File: config.mk
export PLATFORM = sky130hd
export DESIGN_NAME = sar_conv_ctrl
export DESIGN_NICKNAME = d
export VERILOG_FILES = /design/src/rtl/sar_pkg.sv /design/src/rtl/sar_start_sync.sv /design/src/rtl/sar_search.sv /design/src/rtl/sar_result.sv /design/src/rtl/sar_conv_ctrl.sv
export SDC_FILE = /design/constraint.sdc
export NUM_CORES = 1
export LEC_CHECK = 0
export BUFFER_PORTS_ARGS = -buffer_cell sky130_fd_sc_hd__buf_2
export CORE_MARGIN = 4
export CORE_UTILIZATION = 38
export CTS_BUF_LIST = sky130_fd_sc_hd__clkbuf_8
export CTS_CLUSTER_DIAMETER = 50
export DETAILED_ROUTE_END_ITERATION = 8
export PLACE_DENSITY = 0.69
export SYNTH_ARGS = -nofsm -noshare
export SYNTH_HDL_FRONTEND = slang
export SYNTH_SLANG_ARGS = --single-unit
File: constraint.sdc
create_clock -name clk -period 3.7 [get_ports clk]
set_input_delay 0.185 -clock clk [delete_from_list [all_inputs] [get_ports clk]]
set_output_delay 0.185 -clock clk [all_outputs]
set_load 0.005 [all_outputs]
File: src/rtl/sar_pkg.sv
package sar_pkg;

  // Control handed from the start/phase unit to the search unit.
  typedef struct packed {
    logic clr;       // start request present: clear and hold
    logic go;        // begin a new search on this edge
    logic slot_end;  // last clock of the current bit slot
  } seq_ctl_t;

endpackage

File: src/rtl/sar_start_sync.sv
module sar_start_sync
  import sar_pkg::*;
#(
  parameter int SLOT_CLKS = 8
) (
  input  logic     clk,
  input  logic     rst_n,
  input  logic     req,
  output seq_ctl_t ctl
);
  localparam int PHW = (SLOT_CLKS > 1) ? $clog2(SLOT_CLKS) : 1;
  localparam logic [PHW-1:0] PH_LAST = PHW'(SLOT_CLKS - 1);

  logic [PHW-1:0] phase;
  logic           armed;
  logic           ph_end;

  assign ph_end = (phase == PH_LAST);

  // Free-running phase: slot boundaries and release points share it.
  always_ff @(posedge clk or negedge rst_n) begin
    if (!rst_n) begin
      phase <= '0;
      armed <= 1'b0;
    end else begin
      phase <= ph_end ? '0 : phase + 1'b1;
      if (req)
        armed <= 1'b1;
      else if (ph_end)
        armed <= 1'b0;
    end
  end

  assign ctl.clr      = req;
  assign ctl.go       = armed & ~req & ph_end;
  assign ctl.slot_end = ph_end;

endmodule

File: src/rtl/sar_search.sv
module sar_search
  import sar_pkg::*;
#(
  parameter int NBITS = 8
) (
  input  logic             clk,
  input  logic             rst_n,
  input  seq_ctl_t         ctl,
  input  logic             cmp_hi,
  output logic [NBITS-1:0] code,
  output logic             done
);
  localparam int IDXW = (NBITS > 1) ? $clog2(NBITS) : 1;
  localparam logic [IDXW-1:0] TOP = IDXW'(NBITS - 1);

  logic            active;
  logic [IDXW-1:0] idx;

  always_ff @(posedge clk or negedge rst_n) begin
    if (!rst_n) begin
      code   <= '0;
      active <= 1'b0;
      idx    <= '0;
      done   <= 1'b0;
    end else begin
      done <= 1'b0;
      if (ctl.clr) begin
        code   <= '0;
        active <= 1'b0;
      end else if (ctl.go) begin
        code      <= '0;
        code[TOP] <= 1'b1;
        idx       <= TOP;
        active    <= 1'b1;
      end else if (active && ctl.slot_end) begin
        if (!cmp_hi)
          code[idx] <= 1'b0;
        if (idx == '0) begin
          active <= 1'b0;
          done   <= 1'b1;
        end else begin
          code[idx - 1'b1] <= 1'b1;
          idx              <= idx - 1'b1;
        end
      end
    end
  end

  // the trial code only moves at a slot boundary or on a clear
  a_r4_slot_stable: assert property (@(posedge clk) disable iff (!rst_n)
    (!ctl.slot_end && !ctl.clr) |=> $stable(code));

  // completion is a single-clock event
  a_r5_done_pulse: assert property (@(posedge clk) disable iff (!rst_n)
    done |=> !done);

endmodule

File: src/rtl/sar_result.sv
module sar_result #(
  parameter int NBITS = 8
) (
  input  logic             clk,
  input  logic             rst_n,
  input  logic             done,
  input  logic [NBITS-1:0] code,
  input  logic             req,
  input  logic             rd_sel,
  output logic [NBITS-1:0] result,
  output logic             intr_n
);
  logic pend;

  always_ff @(posedge clk or negedge rst_n) begin
    if (!rst_n) begin
      result <= '0;
      pend   <= 1'b0;
      intr_n <= 1'b1;
    end else begin
      if (done)
        result <= code;
      if (req) begin
        intr_n <= 1'b1;
        pend   <= 1'b0;
      end else begin
        pend <= done;
        if (pend)
          intr_n <= 1'b0;
        else if (rd_sel)
          intr_n <= 1'b1;
      end
    end
  end

  // the latch is already settled when the interrupt falls
  a_r5_latch_first: assert property (@(posedge clk) disable iff (!rst_n)
    $fell(intr_n) |-> ($stable(result) && $past(done, 2)));

endmodule

File: src/rtl/sar_conv_ctrl.sv
module sar_conv_ctrl
  import sar_pkg::*;
#(
  parameter int NBITS     = 8,
  parameter int SLOT_CLKS = 8
) (
  input  logic             clk,
  input  logic             rst_n,
  input  logic             cs_n,
  input  logic             wr_n,
  input  logic             rd_n,
  input  logic             cmp_hi,
  output logic [NBITS-1:0] dac_code,
  output logic [NBITS-1:0] dout,
  output logic             intr_n
);
  logic             req;
  logic             rd_sel;
  logic             done;
  logic [NBITS-1:0] result;
  seq_ctl_t         ctl;

  assign req    = ~cs_n & ~wr_n;
  assign rd_sel = ~cs_n & ~rd_n;

  sar_start_sync #(.SLOT_CLKS(SLOT_CLKS)) u_start (
    .clk   (clk),
    .rst_n (rst_n),
    .req   (req),
    .ctl   (ctl)
  );

  sar_search #(.NBITS(NBITS)) u_search (
    .clk    (clk),
    .rst_n  (rst_n),
    .ctl    (ctl),
    .cmp_hi (cmp_hi),
    .code   (dac_code),
    .done   (done)
  );

  sar_result #(.NBITS(NBITS)) u_result (
    .clk    (clk),
    .rst_n  (rst_n),
    .done   (done),
    .code   (dac_code),
    .req    (req),
    .rd_sel (rd_sel),
    .result (result),
    .intr_n (intr_n)
  );

  assign dout = rd_sel ? result : '0;

  // a held start request keeps the trial code cleared
  a_r2_hold_clear: assert property (@(posedge clk) disable iff (!rst_n)
    req |=> (dac_code == '0));

  // a start request releases the interrupt
  a_r7_start_release: assert property (@(posedge clk) disable iff (!rst_n)
    req |=> intr_n);

  // the interrupt only rises after a start request or a selected read
  a_r9_rise_cause: assert property (@(posedge clk) disable iff (!rst_n)
    $rose(intr_n) |-> ($past(req) || $past(rd_sel)));

endmodule

* After elaboration in Yosys (flattened, before gate mapping)
Cells that the tools add are included.
Word-level totals: bits in registers 27, input bits 6, output and inout port bits 17, logic and storage cells 70
Operators by class: $add $sub $neg 2, order comparisons 4, equality and inequality tests 2, muxes and demuxes 31, bitwise gates (word level) 11, reductions and logical operators 11
Operators by type and width (count):
- two-way mux 8 bit | 9
- two-way mux 1 bit | 16
- two-way mux 3 bit | 4
- nonzero test 3 bit | 3
- bitwise AND 8 bit | 1
- < comparator 3 x 4 -> 1 bit (second input constant) | 2
- inverter 8 bit | 1
- OR 8 bit | 1
- demux 1 bit (select 3 bit) | 2
- greater-or-equal comparator 3 x 1 -> 1 bit (second input constant) | 2
- bitwise AND 1 bit | 4
- inverter 1 bit | 4
- nonzero test 2 bit | 2
- adder 3 x 1 -> 3 bit (second input constant) | 1
- == test 3 bit (second input constant) | 1
- logical AND 1 bit | 3
- zero test 3 bit | 1
- AND reduction 3 bit | 1
- subtractor 3 x 1 -> 3 bit (second input constant) | 1
- inequality test 2 bit (second input constant) | 1
- AND reduction 2 bit | 1

* Depth between registers and ports, before layout
Gate-level depths: netlist of the first run.
word-level depth 15, depth in mapped cells 6, mapped depth without buffers 5

* Cells and area by module
A second synthesis of the first run with hierarchy kept.
Unflattened totals: cells, all modules 113, area, all modules 1417.6 um2
By module, submodules not included:
- sar_search | times used 1, cells an instance 67, area an instance 719.4 um2, seq. area each 325.3 um2
- sar_result | times used 1, cells an instance 22, area an instance 400.4 um2, seq. area each 251.5 um2
- sar_start_sync | times used 1, cells an instance 12, area an instance 167.7 um2, seq. area each 100.1 um2
- sar_conv_ctrl | times used 1, cells an instance 12, area an instance 130.1 um2, seq. area each 0.0 um2

* Worst setup path before layout of the first run
Ideal clock, no wire load.
path type flip-flop to flip-flop, start point reg u_search.idx[0], end point reg u_search.code[7], arrival 1756 ps, required time 3618 ps, slack 1862 ps, cell stages (with the launch flop) 7, buffers on the path 1, clock period less this slack 1838 ps, path through dfrtp_1 -> buf_2 -> inv_1 -> ha_1 -> or3b_1 -> a2111o_1 -> a31oi_1
On the way: cells in the longest elaborated chain, start to end 15, elaborated cells on any way between the ends 23, classes of those cells 1 x add/sub; 4 x order compare; 12 x mux; 3 x bitwise; 3 x reduce/logical
RTL lines:
- from (decl) | RTL line sar_search.sv:17 | logic [IDXW-1:0] idx;
- from (signal assigned) | RTL line sar_search.sv:43 | idx <= idx - 1'b1;
- < comparator 3 x 4 -> 1 bit (not written as such) / greater-or-equal comparator 3 x 1 -> 1 bit (equally long branches) | RTL line sar_search.sv:37 | code[idx] <= 1'b0;
- logical AND 1 bit (not written as such) | RTL line sar_search.sv:37
- two-way mux 1 bit (not written as such) | RTL line sar_search.sv:37
- demux 1 bit (select 3 bit)
- inverter 8 bit (no line)
- bitwise AND 8 bit (no line)
- two-way mux 8 bit | RTL line sar_search.sv:36 | if (!cmp_hi)
- two-way mux 8 bit | RTL line sar_search.sv:35 | end else if (active && ctl.slot_end) begin
- two-way mux 8 bit | RTL line sar_search.sv:30 | end else if (ctl.go) begin
- two-way mux 8 bit | RTL line sar_search.sv:27 | if (ctl.clr) begin
- OR 8 bit (no line)
- two-way mux 8 bit * | RTL line sar_search.sv:38 | if (idx == '0) begin
- two-way mux 8 bit * | RTL line sar_search.sv:35
- two-way mux 8 bit * | RTL line sar_search.sv:30
- two-way mux 8 bit * | RTL line sar_search.sv:27
- to (signal assigned) | RTL line sar_search.sv:28 | code <= '0;
- to (signal assigned) | RTL line sar_search.sv:31 | code <= '0;
- to (signal, indexed assignment) | RTL line sar_search.sv:32 | code[TOP] <= 1'b1;
- to (decl) | RTL line sar_search.sv:10 | output logic [NBITS-1:0] code,
Every way passes the cells marked *; elsewhere a longest branch is shown, timed or not. The select of a mux whose other input is x is not followed. A chain may end at the register's enable or synchronous reset.

* Final worst setup path of the first run
Ends and elaborated chain as after synthesis.

==> results of run 1 <==
## power by group through the flow
stage                     registers [mW]  clock network, mW  logic (mW)
after floorplan                    0.307                  0      0.0160
after global placement             0.311                  0      0.0267
after detailed placement           0.312                  0      0.0278
after CTS                          0.306              0.166      0.0288
after global routing               0.307              0.177      0.0320
final                              0.306              0.159      0.0282
## metal layers
metal  routed length (um)  vias to the layer above  GRT usage
met5                    0                        -          0
met4                   65                        0     0.0608
met3                  160                        8     0.0383
met2                 1240                       35      0.198
met1                 1340                      499      0.185
li1                     -                      489          -
## state kept, by name (all words and copies together) (netlist names)
| signal | count |
|---|---|
| u_result.pend | 1 |
| u_start.phase | 3 |
| u_search.done | 1 |
| u_search.code | 8 |
| u_search.idx | 3 |
| u_search.active | 1 |
| u_start.armed | 1 |
| u_result.intr_n | 1 |
| u_result.result | 8 |
## final cells by class
class	count	area, um^2	share of cell area
flip-flops and latches	27	677	0.443
multi-input cells	81	613	0.401
repair buffers	23	120	0.0786
well taps	46	57.6	0.0377
clock buffers	3	41.3	0.0270
inverters	4	15.0	0.00983
clock inverters	1	3.75	0.00246
## per-stage QoR
stage	hold slack (ns)	utilization	setup WS [ns]
after floorplan	-0.111	-	1.86
after global placement	0.215	0.438	1.75
after detailed placement	0.221	0.438	1.67
after CTS	0.106	0.454	1.64
after global routing	0.115	0.454	1.52
final	0.120	0.454	1.64
## worst reg2reg max path, stage by stage, from the launching register on
cell and delay [ns]:
sky130_fd_sc_hd__dfrtp_1 0.56, sky130_fd_sc_hd__inv_1 0.17, sky130_fd_sc_hd__ha_1 0.27, sky130_fd_sc_hd__or3b_1 0.40, sky130_fd_sc_hd__a2111o_1 0.42, sky130_fd_sc_hd__a31oi_1 0.18
## kinds of logic (layout without fill, tap and decap cells)
group / count (synthesis) / after routing / synth area share
fa+ha+maj: 4 / 4 / 0.0376
compound gates: 33 / 33 / 0.190
mux: 8 / 8 / 0.0676
buf+inv: 11 / 31 / 0.0319
simple gates: 36 / 36 / 0.165
flops: 27 / 27 / 0.508
## cell usage in the layout (no fill, tap or decap), drive strengths merged, types with 2 or more instances in the layout
master,n
dfrtp,26
buf,22
and2,8
mux2,8
o32ai,7
a22o,7
inv,5
nor2,4
nand2,4
o21ai,4
ha,4
nor3,3
a21oi,3
nor4bb,3
nor4b,3
clkbuf,3
nor2b,2
nand2b,2
nand3,2
a31oi,2
a21boi,2
## how the worst max path moves through the flow
stage	start	to	cells past startpoint
2_1_floorplan	u_search.idx[0]	u_search.code[7]	6
3_5_place_dp	u_search.idx[0]	u_search.code[7]	5
6_report	u_search.idx[0]	u_search.code[7]	5
5_1_grt	u_search.idx[0]	u_search.code[7]	5
3_3_place_gp	u_search.idx[0]	u_search.code[7]	5
4_1_cts	u_search.idx[0]	u_search.code[7]	5
## what timing repair did
item / 4_1_cts / 5_1_grt
hold buffers: 1 / 0
gates resized for setup: 0 / 0
hold endpoints to repair: 26 / 0
==> Flow_metrics.wiki, run 1 <==
{| class="wikitable"
! Metric !! Value
|-
| Input/output buffers || 22
|-
| DRT Pass-1 Iters || 4
|-
| Area of the die || approximately 4500 um^2
|-
| Placed inst area || approximately 1500 um^2
|-
| Portion of the clock cycle consumed by the worst path in the final layout || 0.558
|-
| Sw Pwr || 110 uW
|-
| Clock slew at the register clock pins of the worst setup and hold paths || 0.09 ns
|-
| Min-Delay Startpoint || wr_n
|-
| Endpoint kind of the worst setup timing path || register
|-
| Total Neg Setup Slack || 0 ns
|-
| Number of storage elements in the synthesis netlist || 27
|-
| Net count, final || 150
|-
| Routed WL per cell || 15.2 um
|-
| Number of CTS-inserted buffers || 3
|-
| Max-slew violation count || 0
|-
| Total internal power || about 380 uW
|-
| Count of placed standard cells including taps || 180
|-
| Clk Latency, worst-skew pair || approximately 0.27 ns
|-
| Highest net fanout along the worst path || 12
|-
| Top cell family by delay on the critical path || compound AO/OA/AOI/OAI gates
|-
| Via count normalized by instance count || about 5.6
|-
| Crit path required time || 3.89 ns
|-
| Shortest period the worst path allows || 2.06 ns
|-
| Boundary pin count || 23
|-
| Depth of the worst register-to-register path || 5
|-
| Antenna viol nets, final || 0
|-
| Setup slack on the worst flop-to-flop path || 1.64 ns
|-
| Hold path cells || 2
|-
| Critical path startpoint category || register
|-
| Number of setup violations in the final report || 0
|-
| Sequential fraction of the synthesis area || 0.508
|-
| Clock power share || 0.322
|-
| Effective utilization at floorplan || 0.396
|-
| Fraction of registers with async set or reset after synthesis || 1.00
|-
| Post-layout power || roughly 490 uW
|-
| Leak || 0.756 nW
|-
| Outcome || finished, final reports clean
|-
| Wire length of the first global-routing pass || 4500 um
|-
| Largest cells by area after synthesis || sky130_fd_sc_hd__dfrtp_1 49%, sky130_fd_sc_hd__mux2_2 6.8%, sky130_fd_sc_hd__a22o_1 4.6%
|-
| Slowest cell on the critical path || sky130_fd_sc_hd__dfrtp_1
|-
| Die W || 67.2 um
|-
| Maximum Capacitance Violations || 0
|-
| Number of remaining DRC errors || 0
|-
| Worst reg2reg path endpoint || u_search.code[7]
|-
| Number of antenna violations at the first check in global routing || 0
|-
| Fill cells || 335
|-
| Synthesized net count || 129
|-
| Netlist cell types || 35
|-
| Most common library cells after synthesis || 26 x sky130_fd_sc_hd__dfrtp_1, 8 x sky130_fd_sc_hd__and2_1, 8 x sky130_fd_sc_hd__mux2_2
|-
| Most used standard cell by instance count after synthesis || sky130_fd_sc_hd__dfrtp_1
|-
| Die Y || approximately 67 um
|-
| Fraction of power spent switching nets || 0.224
|-
| Relative slew slack || 0.420
|-
| Setup CP Type || register to register
|-
| Remaining Overflow, GRT || 0
|-
| Fraction of final layout cells sized beyond drive strength 1 || 0.252
|-
| Final GP Congestion || 0.816
|-
| Number of cells produced by synthesis || 119
|-
| Clock H-tree levels || 1
|-
| Cell area after synthesis || 1330 um^2
|-
| Worst hold endpoint || u_result.intr_n
|-
| TritonCTS Sinks || 27
|-
| Sequential group share of total power || 0.620
|-
| Critical path, cell by cell || inv_1, ha_1, or3b_1, a2111o_1, a31oi_1
|-
| Worst Skew || 0.00357 ns
|-
| Critical Path AT || between 2 and 2.5 ns
|-
| Root cell of the clock tree || sky130_fd_sc_hd__clkbuf_8
|-
| Layout overhead on the synthesized area || 14.6%
|-
| Floorplan core area || 3360 um^2
|-
| Number of enable-type register cells in the synthesized netlist || 0
|-
| Routed wire length || 2810 um
|-
| Post-Synthesis Mean Instance Area || 11.2 um^2
|-
| Vias in the first global route || 961
|-
| Power density over the cells || 323 nW/um^2
|-
| Total via count after detailed routing || between 1000 and 1500
|-
| Top FF cell, synth || sky130_fd_sc_hd__dfrtp_1
|-
| Hold/Removal Path Class || input pin to register
|-
| HPWL after detailed placement || 2010 um
|-
| CTS tree || built
|-
| Number of placement rows || 21
|-
| Diodes inserted || 0
|-
| Buffers inserted by post-CTS timing repair || 0
|-
| Transition time at the pin with the least slew margin || 0.866 ns
|-
| Fin. Hold Viols || 0
|-
| FMAX || 0.485 GHz
|-
| Setup repair after global routing missed its margin || no
|-
| Syn. warnings || 0
|-
| Combinational power share || 0.057
|-
| Overall track demand over capacity in global routing || 0.135
|-
| Most area-hungry cell type in the Yosys netlist || sky130_fd_sc_hd__dfrtp_1
|-
| Non-filler cells, final || 185
|-
| Worst reg2reg startpoint || u_search.idx[0]
|-
| Worst path bufs/invs || 1
|-
| Finished Cell Area || approximately 1500 um^2
|-
| CTS Buffer Depth || 2
|-
| Fraction of synthesized cell area taken by the top area cell type || 0.488
|-
| Iteration-0 DRC count of the detailed router || 35
|-
| Slowest cell delay on critical path || 0.56 ns
|-
| Maximum number of pins on one net before global-route repair || 28
|-
| Maximum resistive drop on vdd || 0.239 mV
|}
(Power assumes the default switching activity.)
==> run 2: changes to the inputs <==
- clock period: 3.7 -> 2.05 ns (I/O delays scaled with it)
==> Flow_metrics.wiki, run 2 (synthesis results as in run 1) <==
{| class="wikitable"
! Metric !! Value
|-
| Outcome || finished, final reports clean (unchanged)
|-
| Relative slew slack || 0.599 (was 0.420)
|-
| Depth of the worst register-to-register path || 5 (unchanged)
|-
| Setup CP Type || register to register (unchanged)
|-
| Clk Latency, worst-skew pair || 0.27 ns (about the same)
|-
| DRT Pass-1 Iters || 4 (unchanged)
|-
| Setup repair after global routing missed its margin || no (unchanged)
|-
| Maximum Capacitance Violations || 0 (unchanged)
|-
| Die W || 67.2 um (unchanged)
|-
| Die Y || 67.2 um (unchanged)
|-
| Critical path startpoint category || register (unchanged)
|-
| Boundary pin count || 23 (unchanged)
|-
| Maximum resistive drop on vdd || 0.529 mV (was 0.239 mV)
|-
| Leak || 0.774 nW (was 0.756 nW)
|-
| Placed inst area || 1500 um^2 (was 1470 um^2)
|-
| Worst Skew || 0.00451 ns (was 0.00357 ns)
|-
| Buffers inserted by post-CTS timing repair || 0 (unchanged)
|-
| Final GP Congestion || 0.895 (was 0.816)
|-
| Most common cell after layout, fill and taps aside || sky130_fd_sc_hd__dfrtp_1 (unchanged)
|-
| Sw Pwr || 205 uW (was 110 uW)
|-
| Wire length of the first global-routing pass || 4930 um (was 4500 um)
|-
| Power density over the cells || 577 nW/um^2 (was 323 nW/um^2)
|-
| Met3 Routed Length || 130 um (was 160 um)
|-
| Post-layout power || 900 uW (was 493 uW)
|-
| Number of placement rows || 21 (unchanged)
|-
| Routed wire length || 2840 um (was 2810 um)
|-
| Layout overhead on the synthesized area || 17.0% (was 14.6%)
|-
| Worst slack after detailed placement || 0.185 ns (was 1.67 ns)
|-
| Clock power share || 0.327 (was 0.322)
|-
| Worst reg2reg path endpoint || u_search.code[7] (unchanged)
|-
| Total internal power || 695 uW (was 383 uW)
|-
| Clock H-tree levels || 1 (unchanged)
|-
| HPWL after detailed placement || 2090 um (was 2010 um)
|-
| Floorplan core area || 3360 um^2 (unchanged)
|-
| Number of remaining DRC errors || 0 (unchanged)
|-
| Combinational power share || 0.061 (was 0.057)
|-
| Worst hold endpoint || u_result.intr_n (unchanged)
|-
| Fin. Hold Viols || 0 (unchanged)
|-
| Highest-count cells in the layout ignoring fill and taps || 26 x sky130_fd_sc_hd__dfrtp_1, 22 x sky130_fd_sc_hd__buf_2, 8 x sky130_fd_sc_hd__and2_1, 8 x sky130_fd_sc_hd__mux2_2 (unchanged)
|-
| Number of setup violations in the final report || 0 (unchanged)
|-
| Largest registers || u_result.result (8), u_search.code (8) (unchanged)
|-
| Clock slew at the register clock pins of the worst setup and hold paths || 0.09 ns (about the same)
|-
| Overall track demand over capacity in global routing || 0.145 (was 0.135)
|-
| Min-Delay Startpoint || wr_n (unchanged)
|-
| Fraction of power spent switching nets || 0.228 (was 0.224)
|-
| CTS tree || built (unchanged)
|-
| Hold/Removal Path Class || input pin to register (unchanged)
|-
| Total Neg Setup Slack || 0 ns (unchanged)
|-
| Vias in the first global route || 1035 (was 961)
|-
| Resized cells post-CTS || 0 (unchanged)
|-
| TritonCTS Sinks || 27 (unchanged)
|-
| FMAX || 0.529 GHz (was 0.485 GHz)
|-
| Top Metal Used || met4 (unchanged)
|-
| Worst reg2reg startpoint || u_search.idx[1] (was u_search.idx[0])
|-
| Crit path required time || 2.24 ns (was 3.89 ns)
|-
| Hold buffer count at CTS || 1 (unchanged)
|-
| Number of CTS-inserted buffers || 3 (unchanged)
|-
| Endpoint kind of the worst setup timing path || register (unchanged)
|-
| Hold path cells || 2 (unchanged)
|-
| Maximum number of pins on one net before global-route repair || 28 (unchanged)
|-
| Root cell of the clock tree || sky130_fd_sc_hd__clkbuf_8 (unchanged)
|-
| Diodes inserted || 0 (unchanged)
|-
| Transition time at the pin with the least slew margin || 0.601 ns (was 0.866 ns)
|-
| Max-slew violation count || 0 (unchanged)
|-
| Shortest period the worst path allows || 1.89 ns (was 2.06 ns)
|-
| Number of antenna violations at the first check in global routing || 0 (unchanged)
|-
| Sequential group share of total power || 0.612 (was 0.620)
|-
| Net count, final || 154 (was 150)
|-
| Highest net fanout along the worst path || 10 (was 12)
|-
| Critical Path AT || 2.08 ns (was 2.25 ns)
|-
| Total via count after detailed routing || 1037 (was 1031)
|-
| Routed length on met1 || 1300 um (was 1340 um)
|-
| Effective utilization at floorplan || 0.396 (unchanged)
|-
| Area of the die || 4520 um^2 (unchanged)
|-
| Setup slack on the worst flop-to-flop path || 0.16 ns (was 1.64 ns)
|-
| Remaining Overflow, GRT || 0 (unchanged)
|-
| Fraction of final layout cells sized beyond drive strength 1 || 0.280 (was 0.252)
|-
| Slack of the critical path || 0.161 ns (was 1.64 ns)
|-
| Antenna viol nets, final || 0 (unchanged)
|-
| Total met2 wirelength after detailed routing || 1390 um (was 1240 um)
|-
| Portion of the clock cycle consumed by the worst path in the final layout || 0.922 (was 0.558)
|-
| Input/output buffers || 22 (unchanged)
|-
| Iteration-0 DRC count of the detailed router || 45 (was 35)
|-
| Routed WL per cell || 15.0 um (was 15.2 um)
|-
| Finished Cell Area || 1560 um^2 (was 1530 um^2)
|-
| CTS Buffer Depth || 2 (unchanged)
|-
| Via count normalized by instance count || 5.49 (was 5.57)
|}
run 2: routing by layer:
metal,GRT usage,up-vias
met5,0,-
met4,0.0228,0
met3,0.0416,4
met2,0.225,19
met1,0.204,517
li1,-,497
run 2: final cells by class:
class	count	area, um^2
clock buffer	3	41.3
clock inverter	1	5.00
fill	342	1800
inverter	4	15.0
multi-input combinational	81	613
sequential	27	677
tap	46	57.6
timing repair buffer	27	150
run 2: worst max path at each step:
stage,end,startpoint,depth (start not counted)
3_3_place_gp,u_search.code[7],u_search.idx[1],5
2_1_floorplan,u_search.code[7],u_search.idx[0],6
5_1_grt,u_search.code[7],u_search.idx[1],5
6_report,u_search.code[7],u_search.idx[1],5
4_1_cts,u_search.code[7],u_search.idx[1],5
3_5_place_dp,u_search.code[7],u_search.idx[1],5
run 2: power groups by stage:
| stage | registers, mW | logic [mW] | clock network, mW |
|---|---|---|---|
| floorplan | 0.555 | 0.0289 | 0 |
| global placement | 0.560 | 0.0519 | 0 |
| detailed placement | 0.561 | 0.0542 | 0 |
| CTS | 0.551 | 0.0557 | 0.304 |
| global route | 0.552 | 0.0625 | 0.332 |
| finish | 0.551 | 0.0545 | 0.295 |
run 2: per-stage QoR:
| step | instances | utilization | hold slack [ns] |
|---|---|---|---|
| floorplan | 119 | - | -0.193 |
| global placement | 184 | 0.447 | 0.135 |
| detailed placement | 184 | 0.447 | 0.147 |
| CTS | 189 | 0.464 | 0.0328 |
| global route | 189 | 0.464 | 0.0343 |
| finish | 189 | 0.464 | 0.0327 |
run 2: critical path: stages, from the launching register on:
cell,delay (ns)
sky130_fd_sc_hd__dfrtp_1,0.47
sky130_fd_sc_hd__inv_1,0.12
sky130_fd_sc_hd__ha_1,0.23
sky130_fd_sc_hd__or3b_1,0.40
sky130_fd_sc_hd__a2111o_1,0.41
sky130_fd_sc_hd__a31oi_1,0.17
